===== config.mk =====
export PLATFORM = sky130hd
export DESIGN_NAME = qspi_tx_engine
export DESIGN_NICKNAME = d
export VERILOG_FILES = /design/src/rtl/qspi_tx_pkg.sv /design/src/rtl/qspi_tx_regs.sv /design/src/rtl/qspi_tx_shifter.sv /design/src/rtl/qspi_tx_engine.sv
export SDC_FILE = /design/constraint.sdc
export NUM_CORES = 1
export LEC_CHECK = 0
export BUFFER_PORTS_ARGS = -buffer_cell sky130_fd_sc_hd__buf_2
export CORE_MARGIN = 2
export CORE_UTILIZATION = 52
export CTS_CLUSTER_DIAMETER = 40
export DETAILED_ROUTE_END_ITERATION = 8
export GPL_TIMING_DRIVEN = 0
export PLACE_DENSITY = 0.76
export SYNTH_ARGS = -nofsm -noshare
export SYNTH_HDL_FRONTEND = slang
export SYNTH_SLANG_ARGS = --single-unit

===== constraint.sdc =====
create_clock -name clk -period 2.9 [get_ports clk]
set_clock_uncertainty 0.05 [all_clocks]
set_input_delay 0.58 -clock clk [delete_from_list [all_inputs] [get_ports clk]]
set_output_delay 0.58 -clock clk [all_outputs]
set_load 0.01 [all_outputs]

===== src/rtl/qspi_tx_pkg.sv =====
package qspi_tx_pkg;

    typedef enum logic [1:0] {
        ST_IDLE = 2'd0,
        ST_LOW  = 2'd1,
        ST_HIGH = 2'd2
    } shift_state_e;

    localparam logic [1:0] ADDR_CTRL = 2'd0;
    localparam logic [1:0] ADDR_MODE = 2'd1;
    localparam logic [1:0] ADDR_FLAG = 2'd2;
    localparam logic [1:0] ADDR_TXD  = 2'd3;

    localparam int CTRL_EN       = 0;
    localparam int CTRL_DIR      = 1;
    localparam int CTRL_SS       = 2;
    localparam int CTRL_IE_TBE   = 8;
    localparam int CTRL_IE_TEND  = 9;
    localparam int CTRL_DMA_LSB  = 12;

    localparam int FLAG_TBE  = 0;
    localparam int FLAG_TEND = 1;

    localparam int LANES = 4;

endpackage


===== src/rtl/qspi_tx_regs.sv =====
module qspi_tx_regs
    import qspi_tx_pkg::*;
#(
    parameter int WORD_W  = 16,
    parameter int NCH     = 2,
    parameter int NIB_MAX = WORD_W / LANES,
    parameter int NCW     = $clog2(NIB_MAX + 1),
    parameter int DIV_W   = 8
) (
    input  logic              clk,
    input  logic              rst_n,
    input  logic              reg_wr,
    input  logic [1:0]        reg_addr,
    input  logic [WORD_W-1:0] reg_wdata,
    output logic [WORD_W-1:0] reg_rdata,
    input  logic              load,
    input  logic              done,
    output logic              buf_full,
    output logic [WORD_W-1:0] buf_data,
    output logic              start_ok,
    output logic [NCW-1:0]    nibbles,
    output logic [DIV_W-1:0]  half,
    output logic              dir,
    output logic              ss_n,
    output logic              irq,
    output logic [NCH-1:0]    dma_req
);

    localparam logic [WORD_W-1:0] CTRL_MASK =
        WORD_W'((1 << CTRL_EN) | (1 << CTRL_DIR) | (1 << CTRL_SS) |
                (1 << CTRL_IE_TBE) | (1 << CTRL_IE_TEND)) |
        (WORD_W'((1 << NCH) - 1) << CTRL_DMA_LSB);
    localparam logic [WORD_W-1:0] MODE_MASK = WORD_W'(16'hFF0F);
    localparam logic [WORD_W-1:0] CTRL_RST  = WORD_W'(1 << CTRL_SS);

    logic [WORD_W-1:0] ctrl_q;
    logic [WORD_W-1:0] mode_q;
    logic [WORD_W-1:0] buf_q;
    logic              full_q;
    logic              tend_q;
    logic              wr_ctrl, wr_mode, wr_flag, wr_txd;
    logic              tbe;

    assign wr_ctrl = reg_wr && (reg_addr == ADDR_CTRL);
    assign wr_mode = reg_wr && (reg_addr == ADDR_MODE);
    assign wr_flag = reg_wr && (reg_addr == ADDR_FLAG);
    assign wr_txd  = reg_wr && (reg_addr == ADDR_TXD);

    always_ff @(posedge clk) begin
        if (!rst_n) begin
            ctrl_q <= CTRL_RST;
            mode_q <= '0;
        end else begin
            if (wr_ctrl) ctrl_q <= reg_wdata & CTRL_MASK;
            if (wr_mode) mode_q <= reg_wdata & MODE_MASK;
        end
    end

    // one-word transmit buffer; a software write wins over a shifter load
    always_ff @(posedge clk) begin
        if (!rst_n) begin
            full_q <= 1'b0;
            buf_q  <= '0;
        end else if (wr_txd) begin
            full_q <= 1'b1;
            buf_q  <= reg_wdata;
        end else if (load) begin
            full_q <= 1'b0;
        end
    end

    // transfer-end: set has priority over write-one-to-clear
    always_ff @(posedge clk) begin
        if (!rst_n)                              tend_q <= 1'b0;
        else if (done)                           tend_q <= 1'b1;
        else if (wr_flag && reg_wdata[FLAG_TEND]) tend_q <= 1'b0;
    end

    assign tbe = ~full_q;

    always_comb begin
        if (int'(mode_q[3:0]) >= NIB_MAX) nibbles = NCW'(NIB_MAX);
        else                              nibbles = NCW'(int'(mode_q[3:0]) + 1);
        half = (mode_q[15:8] == '0) ? DIV_W'(1) : DIV_W'(mode_q[15:8]);
    end

    always_comb begin
        unique case (reg_addr)
            ADDR_CTRL: reg_rdata = ctrl_q;
            ADDR_MODE: reg_rdata = mode_q;
            ADDR_FLAG: begin
                reg_rdata            = '0;
                reg_rdata[FLAG_TBE]  = tbe;
                reg_rdata[FLAG_TEND] = tend_q;
            end
            default:   reg_rdata = '0;
        endcase
    end

    assign buf_full = full_q;
    assign buf_data = buf_q;
    assign start_ok = ctrl_q[CTRL_EN] & ~ctrl_q[CTRL_DIR];
    assign dir      = ctrl_q[CTRL_DIR];
    assign ss_n     = ctrl_q[CTRL_SS];
    assign irq      = (tbe & ctrl_q[CTRL_IE_TBE]) | (tend_q & ctrl_q[CTRL_IE_TEND]);

    for (genvar c = 0; c < NCH; c++) begin : g_dma
        assign dma_req[c] = ctrl_q[CTRL_DMA_LSB + c] & tbe & ~wr_txd;
    end

    AST_TBE_CLEARS_ON_WRITE: assert property (@(posedge clk) disable iff (!rst_n)
        wr_txd |=> !tbe);
    AST_TEND_SETS_ON_DONE: assert property (@(posedge clk) disable iff (!rst_n)
        done |=> tend_q);
    AST_TEND_W0_NO_EFFECT: assert property (@(posedge clk) disable iff (!rst_n)
        (wr_flag && !reg_wdata[FLAG_TEND] && tend_q) |=> tend_q);

endmodule


===== src/rtl/qspi_tx_shifter.sv =====
module qspi_tx_shifter
    import qspi_tx_pkg::*;
#(
    parameter int WORD_W  = 16,
    parameter int NIB_MAX = WORD_W / LANES,
    parameter int NCW     = $clog2(NIB_MAX + 1),
    parameter int DIV_W   = 8
) (
    input  logic              clk,
    input  logic              rst_n,
    input  logic              start_ok,
    input  logic              buf_full,
    input  logic [WORD_W-1:0] buf_data,
    input  logic [NCW-1:0]    nibbles,
    input  logic [DIV_W-1:0]  half,
    output logic              load,
    output logic              done,
    output logic              sclk,
    output logic [LANES-1:0]  sdio_o
);

    shift_state_e      state_q, state_d;
    logic [DIV_W-1:0]  cnt_q;
    logic [NCW-1:0]    left_q;
    logic [WORD_W-1:0] sh_q;
    logic              phase_end;
    logic              last_nib;
    logic              advance;

    assign phase_end = (cnt_q >= half - DIV_W'(1));
    assign last_nib  = (left_q <= NCW'(1));

    // next-state and handshake decode
    always_comb begin
        state_d = state_q;
        load    = 1'b0;
        done    = 1'b0;
        advance = 1'b0;
        unique case (state_q)
            ST_IDLE: begin
                if (buf_full && start_ok) begin
                    load    = 1'b1;
                    state_d = ST_LOW;
                end
            end
            ST_LOW: begin
                if (phase_end) state_d = ST_HIGH;
            end
            ST_HIGH: begin
                if (phase_end) begin
                    if (!last_nib) begin
                        advance = 1'b1;
                        state_d = ST_LOW;
                    end else if (buf_full) begin
                        load    = 1'b1;
                        state_d = ST_LOW;
                    end else begin
                        done    = 1'b1;
                        state_d = ST_IDLE;
                    end
                end
            end
            default: state_d = ST_IDLE;
        endcase
    end

    always_ff @(posedge clk) begin
        if (!rst_n) state_q <= ST_IDLE;
        else        state_q <= state_d;
    end

    always_ff @(posedge clk) begin
        if (!rst_n) begin
            cnt_q  <= '0;
            left_q <= '0;
            sh_q   <= '0;
        end else begin
            if (state_q == ST_IDLE || phase_end) cnt_q <= '0;
            else                                 cnt_q <= cnt_q + DIV_W'(1);
            if (load) begin
                sh_q   <= buf_data << (LANES * (NIB_MAX - int'(nibbles)));
                left_q <= nibbles;
            end else if (advance) begin
                sh_q   <= sh_q << LANES;
                left_q <= left_q - NCW'(1);
            end
        end
    end

    // outputs decoded from the state register
    always_comb begin
        unique case (state_q)
            ST_LOW: begin
                sclk   = 1'b0;
                sdio_o = sh_q[WORD_W-1 -: LANES];
            end
            ST_HIGH: begin
                sclk   = 1'b1;
                sdio_o = sh_q[WORD_W-1 -: LANES];
            end
            default: begin
                sclk   = 1'b0;
                sdio_o = '0;
            end
        endcase
    end

    AST_LANES_STABLE_HIGH: assert property (@(posedge clk) disable iff (!rst_n)
        (state_q == ST_HIGH && $past(state_q == ST_HIGH)) |-> $stable(sdio_o));
    AST_LOAD_HAS_DATA: assert property (@(posedge clk) disable iff (!rst_n)
        load |-> buf_full);
    AST_NO_START_BLOCKED: assert property (@(posedge clk) disable iff (!rst_n)
        (state_q == ST_IDLE && !start_ok) |=> state_q == ST_IDLE);
    AST_FINISH_CLOCK_LOW: assert property (@(posedge clk) disable iff (!rst_n)
        done |=> !sclk);

endmodule


===== src/rtl/qspi_tx_engine.sv =====
module qspi_tx_engine
    import qspi_tx_pkg::*;
#(
    parameter int WORD_W = 16,
    parameter int NCH    = 2
) (
    input  logic              clk,
    input  logic              rst_n,
    input  logic              reg_wr,
    input  logic [1:0]        reg_addr,
    input  logic [WORD_W-1:0] reg_wdata,
    output logic [WORD_W-1:0] reg_rdata,
    output logic              sclk,
    output logic [3:0]        sdio_o,
    output logic [3:0]        sdio_oe,
    output logic              ss_n,
    output logic              irq,
    output logic [NCH-1:0]    dma_req
);

    localparam int NIB_MAX = WORD_W / LANES;
    localparam int NCW     = $clog2(NIB_MAX + 1);
    localparam int DIV_W   = 8;

    logic              load, done, buf_full, start_ok, dir;
    logic [WORD_W-1:0] buf_data;
    logic [NCW-1:0]    nibbles;
    logic [DIV_W-1:0]  half;

    qspi_tx_regs #(
        .WORD_W(WORD_W), .NCH(NCH), .NIB_MAX(NIB_MAX), .NCW(NCW), .DIV_W(DIV_W)
    ) regs_i (
        .clk(clk), .rst_n(rst_n),
        .reg_wr(reg_wr), .reg_addr(reg_addr), .reg_wdata(reg_wdata), .reg_rdata(reg_rdata),
        .load(load), .done(done),
        .buf_full(buf_full), .buf_data(buf_data), .start_ok(start_ok),
        .nibbles(nibbles), .half(half), .dir(dir),
        .ss_n(ss_n), .irq(irq), .dma_req(dma_req)
    );

    qspi_tx_shifter #(
        .WORD_W(WORD_W), .NIB_MAX(NIB_MAX), .NCW(NCW), .DIV_W(DIV_W)
    ) shift_i (
        .clk(clk), .rst_n(rst_n),
        .start_ok(start_ok), .buf_full(buf_full), .buf_data(buf_data),
        .nibbles(nibbles), .half(half),
        .load(load), .done(done), .sclk(sclk), .sdio_o(sdio_o)
    );

    assign sdio_oe = {LANES{~dir}};

    AST_SS_FOLLOWS_WRITE: assert property (@(posedge clk) disable iff (!rst_n)
        (reg_wr && reg_addr == ADDR_CTRL) |=> (ss_n == $past(reg_wdata[CTRL_SS])));
    AST_DMA_DROPS_ON_WRITE: assert property (@(posedge clk) disable iff (!rst_n)
        (reg_wr && reg_addr == ADDR_TXD) |-> (dma_req == '0));
    AST_OE_OFF_WHEN_INPUT: assert property (@(posedge clk) disable iff (!rst_n)
        (reg_wr && reg_addr == ADDR_CTRL && reg_wdata[CTRL_DIR]) |=> (sdio_oe == '0));

endmodule


### Yosys cells after proc, flatten, opt, wreduce, memory -nomap -nowiden

Index checks and enable logic that the tools add are counted.

| operators by class | value |
|---|---|
| multiply operators | 0 |
| $lt $le $gt $ge | 3 |
| div/mod/pow operators | 0 |
| mux-type cells | 31 |
| shift operators | 1 |
| reductions and logical operators | 16 |
| bitwise operators | 12 |
| equal/unequal tests | 8 |
| add/subtract/negate cells | 5 |

Operators by type and width:

| operator | count |
|---|---|
| $pmux W16 S3 | 1 |
| $mux W16 | 2 |
| $shl A16 B32 Y16 | 1 |
| $mux W1 | 17 |
| $mux W3 | 3 |
| $add A8 B1 Y8 const B | 1 |
| $ge A8 B8 Y1 | 1 |
| $logic_not A8 Y1 | 1 |
| $mux W2 | 4 |
| $mux W8 | 1 |
| $sub A8 B1 Y8 const B | 1 |
| $and A1 B1 Y1 | 7 |
| $eq A2 B2 Y1 const B | 3 |
| $logic_and A1 B1 Y1 | 6 |
| $ne A2 B1 Y1 const B | 3 |
| $pmux W2 S3 | 1 |
| $reduce_bool A2 Y1 | 3 |
| $eq A2 B1 Y1 const B | 2 |
| $ge A4 B3 Y1 const B | 1 |
| $logic_not A2 Y1 | 2 |
| $mux W4 | 1 |
| $not A1 Y1 | 4 |
| $reduce_or A2 Y1 | 2 |
| $sub A3 B3 Y4 const A | 1 |
| 7 further kinds | 7 |

| storage, ports and cells | value |
|---|---|
| bits in read-only memories | 0 |
| bits of input ports | 21 |
| latch bits | 0 |
| memory bits (writable) | 0 |
| word-level logic and storage cells | 85 |
| memories kept | 0 |
| bits in registers | 66 |
| output and inout port bits | 29 |

### Depth between registers and ports, before layout

| depth | value |
|---|---|
| depth in word-level cells | 8 |
| mapped depth | 13 |
| depth with buffers taken out | 12 |

### Modules after synthesis

Synthesis repeated with hierarchy kept, for this count alone.

| unflattened totals | value |
|---|---|
| cells, all modules | 443 |
| area, all modules | 3817.4 um^2 |

Modules (own cells, without submodules):

| module | instances | cells an instance | area each (um^2) | sequential area each (um^2) |
|---|---|---|---|---|
| qspi_tx_shifter | 1 | 247 | 2078.2 | 580.6 |
| qspi_tx_regs | 1 | 192 | 1712.9 | 740.7 |
| qspi_tx_engine | 1 | 4 | 26.3 | 0.0 |

### Least setup slack after synthesis

Ideal clock, no wire load.

| path | value |
|---|---|
| kind | flip-flop to flip-flop |
| start | reg regs_i.mode_q[11] |
| end | reg shift_i.left_q[2] |
| path slack | -0.094 ns |
| arrival time | 2.853 ns |
| path buffers | 0 |
| clock period less this slack | 2.994 ns |
| library setup time | 0.091 ns |
| required time | 2.759 ns |
| stages on the path, launching flop included | 13 |
| cell sequence | dfxtp_1 -> nor4_1 -> a31oi_1 -> ha_1 -> nand2b_1 -> nor4_1 -> xnor2_1 -> ha_1 -> nand4_2 -> a211oi_2 -> a32oi_2 -> or3_1 -> a311oi_1 |

| between the ends | value |
|---|---|
| word-level cells in the longest chain between the ends | 7 |
| elaborated cells between the ends (all ways) | 10 |
| classes of those cells | add/sub (1); order compare (1); mux (6); reduce/logical (2) |

Ends and longest elaborated chain:

| what | line | source |
|---|---|---|
| from (decl) | qspi_tx_regs.sv:37 | `logic [WORD_W-1:0] mode_q;` |
| from (signal assigned) | qspi_tx_regs.sv:55 | `if (wr_mode) mode_q <= reg_wdata & MODE_MASK;` |
| $logic_not A8 Y1 | qspi_tx_regs.sv:84 | `half = (mode_q[15:8] == '0) ? DIV_W'(1) : DIV_W'(mode_q[15:8]);` |
| $mux W8 * | qspi_tx_regs.sv:84 |  |
| $sub A8 B1 Y8 * | qspi_tx_shifter.sv:30 | `assign phase_end = (cnt_q >= half - DIV_W'(1));` |
| $ge A8 B8 Y1 * | qspi_tx_shifter.sv:30 |  |
| $mux W1 | qspi_tx_shifter.sv:50 | `if (phase_end) begin` |
| $pmux W1 S2 / $mux W1 (equally long branches) | qspi_tx_shifter.sv:39 | `unique case (state_q)` |
| $mux W3 / $reduce_bool A2 Y1 (equally long branches) | n/a |  |
| to (signal assigned) | qspi_tx_shifter.sv:82 | `left_q <= nibbles;` |
| to (signal assigned) | qspi_tx_shifter.sv:85 | `left_q <= left_q - NCW'(1);` |
| to (decl) | qspi_tx_shifter.sv:24 | `logic [NCW-1:0] left_q;` |

Mark *: on every way between the ends. The rest lies on a longest branch, timed or not.
A chain may end at the register's enable or synchronous reset.

### Final worst setup path

| path | value |
|---|---|
| start | reg regs_i.mode_q[13] |
| end | reg shift_i.left_q[2] |

Same word-level chain as after synthesis.

==> results.md <==
* CP startpoint kind: register
* Crit path DAT at 3200 ps
* Vias in the first global route at 3248
* Worst-path clk slew at 80 ps
* Power density cells at 483 nW/um2
* Sequential cell area at 1340 um2
* Post-Synth Simple-Gate Area at 21.5%
* Post-layout min period at 2990 ps
* Worst hold path stage count at 3
* Post-synth EDFFs at 0
* Placed Area at 4100 um2
* Synth Area in Adders at 6.04%
* Max Slew Vio Count at 0
* Tot GR Track Use at 26.1%
* Core area at 6870 um2
* Relative slew slack at 54.2%
* Dominant synthesized flop cell: dfxtp_1
* DR pass1 iterations at 6
* # hold bufs at CTS at 0
* Placed instance count at 594
* Ratio of final minimum period to clock period at 103%
* R2R Path Start: regs_i.mode_q[13]$_SDFFE_PN0P_
* Maximum VDD drop at 0.488 mV
* Compound-Gate Fraction of Synth Area at 21.4%
* Seq/Total Area, Yosys at 35.4%
* Largest family of logic cells by synthesized area: simple AND/OR/NAND/NOR gates
* Num CTS Buffers at 9
* Max Freq at 335 MHz
* Clock root buffer: clkbuf_8
* Worst Hold Path EP: regs_i.buf_data[6]$_SDFFE_PN0P_
* Diode count at 0
* XOR/XNOR share of the synthesized area at 2.82%
* TritonCTS clock tree: built
* #FFs+latches synth at 66
* Mux share of post-synthesis cell area at 6.98%
* DRC at 0
* Syn Std Cell Area at 3730 um2
* Antenna violations before repair at 0
* Post-synth top area cell: dfxtp_1
* ANT nets after route at 0
* CP max stage delay at 390 ps
* Post-route cell area at 4760 um2
* Worst Setup End Kind: register
* # IOs at 50
* Die area at 7870 um2
* Non-filler cells, final at 628
* Rows at 30
* CP delay by family, top: simple AND/OR/NAND/NOR gates
* CP Launch Point: regs_i.mode_q[13]$_SDFFE_PN0P_
* Placer Congestion at 0.883
* Largest net degree at the start of global routing at 13
* Share of layout cells above drive strength 1 at 28.4%
* Syn Inst Count at 450
* Stages on the worst setup path at 11
* GRT overflow at 0
* Clk Latency, worst-skew pair at 350 ps
* Multi-input logic area at 2440 um2
* Reg-to-reg setup timing slack at -90 ps
* Final Power at 2.30 mW
* Worst EP required at 3110 ps
* Final Hold Vio Count at 0
* H-tree level count at 3
* Fill cells at 511
* Worst-Margin Slew at 684 ps
* Critical path class: register to register
* Sink Count at 66
* CP cell instances: nor4_4 > a31oi_2 > nand2_1 > or3_4 > xor2_1 > ha_1 > nand4_4 > a211oi_4 > a32oi_4 > or3_1 > a311oi_2
* Unrepaired setup endpoints after global routing: true
* Violated checks: setup timing
* Die W at 88.7 um
* Ys Warns at 0
* CP bufs+invs at 0
* Status: finished with violations
* Maximum fanout along the worst path at 5
* Synth top area cells: dfxtp_1 35%, nand2_1 9.0%, ha_1 6.0%
* Most common cell after layout, fill and taps aside: nand2_1
* Static leakage at 1.86 nW
* Detail Placement HPWL at 7.12 mm
* Synth top area share at 35.4%
* Post-Route Hold Slack at 407 ps
* Yosys cell types at 63
* Area Growth Syn to Fin at 27.6%
* Commonest cells after routing, fill and taps aside: 89 x nand2_1, 59 x dfxtp_1, 50 x buf_2, 39 x a21oi_1, 23 x buf_4
* RR Endpoint: shift_i.left_q[2]$_SDFFE_PN0P_
* Hold_sp: reg_wdata[6]
* First-pass GRT wire length at 15.9 mm
* Crit path max-delay cell type: dfxtp_4
* Die Y-Extent at 88.7 um
* Final Worst Setup Slack at -89.3 ps
* Routed WL per cell at 16.1 um
* Avg Cell Area, Syn at 8.29 um2
* Clock Tree Buf Depth at 2
* Final Net Count at 566
* Reg2Reg Depth at 11
* Initial core utilization at 54.3%
* Max-Cap Viols at 0
* # setup viols final at 9
* Worst Hold Class: input pin to register
* DRT iter0 DRCs at 302
* Port Buffer Count at 45
* FFs w/ async S/R, synth at 0%
* DR vias at 3585
* Drt via density at 5.71
* Total wire length at 10.1 mm
-- worst register-to-register path, stage by stage (launching register included) --
cell and delay (ps):
dfxtp_4 390, nor4_4 60, a31oi_2 220, nand2_1 110, or3_4 340, xor2_1 150
ha_1 350, nand4_4 160, a211oi_4 300, a32oi_4 180, or3_1 350, a311oi_2 240
-- registers in the layout, indices dropped and copies added, names as in the netlist --
signal	count
regs_i.buf_full	1
shift_i.cnt_q	8
regs_i.buf_data	16
regs_i.ctrl_q	7
regs_i.mode_q	12
shift_i.left_q	3
shift_i.state_q	2
regs_i.tend_q	1
shift_i.sh_q	16
-- layout make-up --
cell class / instances / share of cell area (%)
multi-input combinational: 339 / 51.3
sequential: 66 / 28.2
timing repair buffer: 63 / 7.91
buffer: 29 / 3.63
clock buffer: 11 / 3.18
tap: 96 / 2.52
clock inverter: 5 / 1.79
inverter: 19 / 1.50
-- stage by stage --
stage          TNS, ps  setup slack [ps]  util, %
6_report          -379             -89.3     69.3
2_1_floorplan        0              6.60        -
4_1_cts           -505             -78.5     66.2
3_5_place_dp    -11470              -548     59.7
3_3_place_gp     -8160              -437     59.7
5_1_grt          -2840              -223     69.3
-- worst max path at each step --
stage,to
after global placement,shift_i.sh_q[10]$_SDFFE_PN0P_
after floorplan,shift_i.left_q[2]$_SDFFE_PN0P_
after detailed placement,shift_i.sh_q[10]$_SDFFE_PN0P_
final,shift_i.left_q[2]$_SDFFE_PN0P_
after CTS,shift_i.sh_q[11]$_SDFFE_PN0P_
after global routing,shift_i.left_q[2]$_SDFFE_PN0P_
-- synthesized netlist by cell type, types with 3 or more instances --
cell type / n
clkbuf_1: 13
o21ai_0: 14
a221oi_1: 6
a211oi_1: 3
nand2_1: 89
ha_1: 18
inv_1: 17
buf_2: 7
dfxtp_1: 66
or3_1: 5
a22oi_1: 4
a31oi_1: 4
mux2i_1: 17
o41ai_1: 3
xnor2_1: 8
a21oi_1: 41
a32o_1: 4
nor2_1: 30
nor2b_1: 3
o32ai_1: 8
buf_4: 7
and3_1: 5
nor4_1: 3
and2_1: 13
mux4_2: 4
nand3_1: 10
xor2_1: 4
o2111a_1: 3
-- what timing repair did --
item	in CTS	in global routing
cloned	1	0
buffers inserted	10	7
endpoints found under the setup margin	31	30
pin swaps	24	18
gates resized for setup	33	37
-- where the power goes --
group / internal, mW / switching [mW]
clock: 0.535 / 0.377
sequential: 0.927 / 0.0265
combinational: 0.175 / 0.256
-- cell families (layout without fill, tap and decap cells) --
kind of cell    after synthesis  in the layout
xor+xnor                     12             12
compound gates              111            111
flops                        66             66
mux                          21             21
fa+ha+maj                    18             18
buf+inv                      48            127
simple gates                173            173
other cells                   1              4
-- metal layers --
metal	GRT usage, %	share of wire (%)
met5	0	0
met4	11.6	1.5
met3	3.54	6.5
met2	41.7	48
met1	35.3	44
Note: power is estimated with default switching activity, not from simulation.
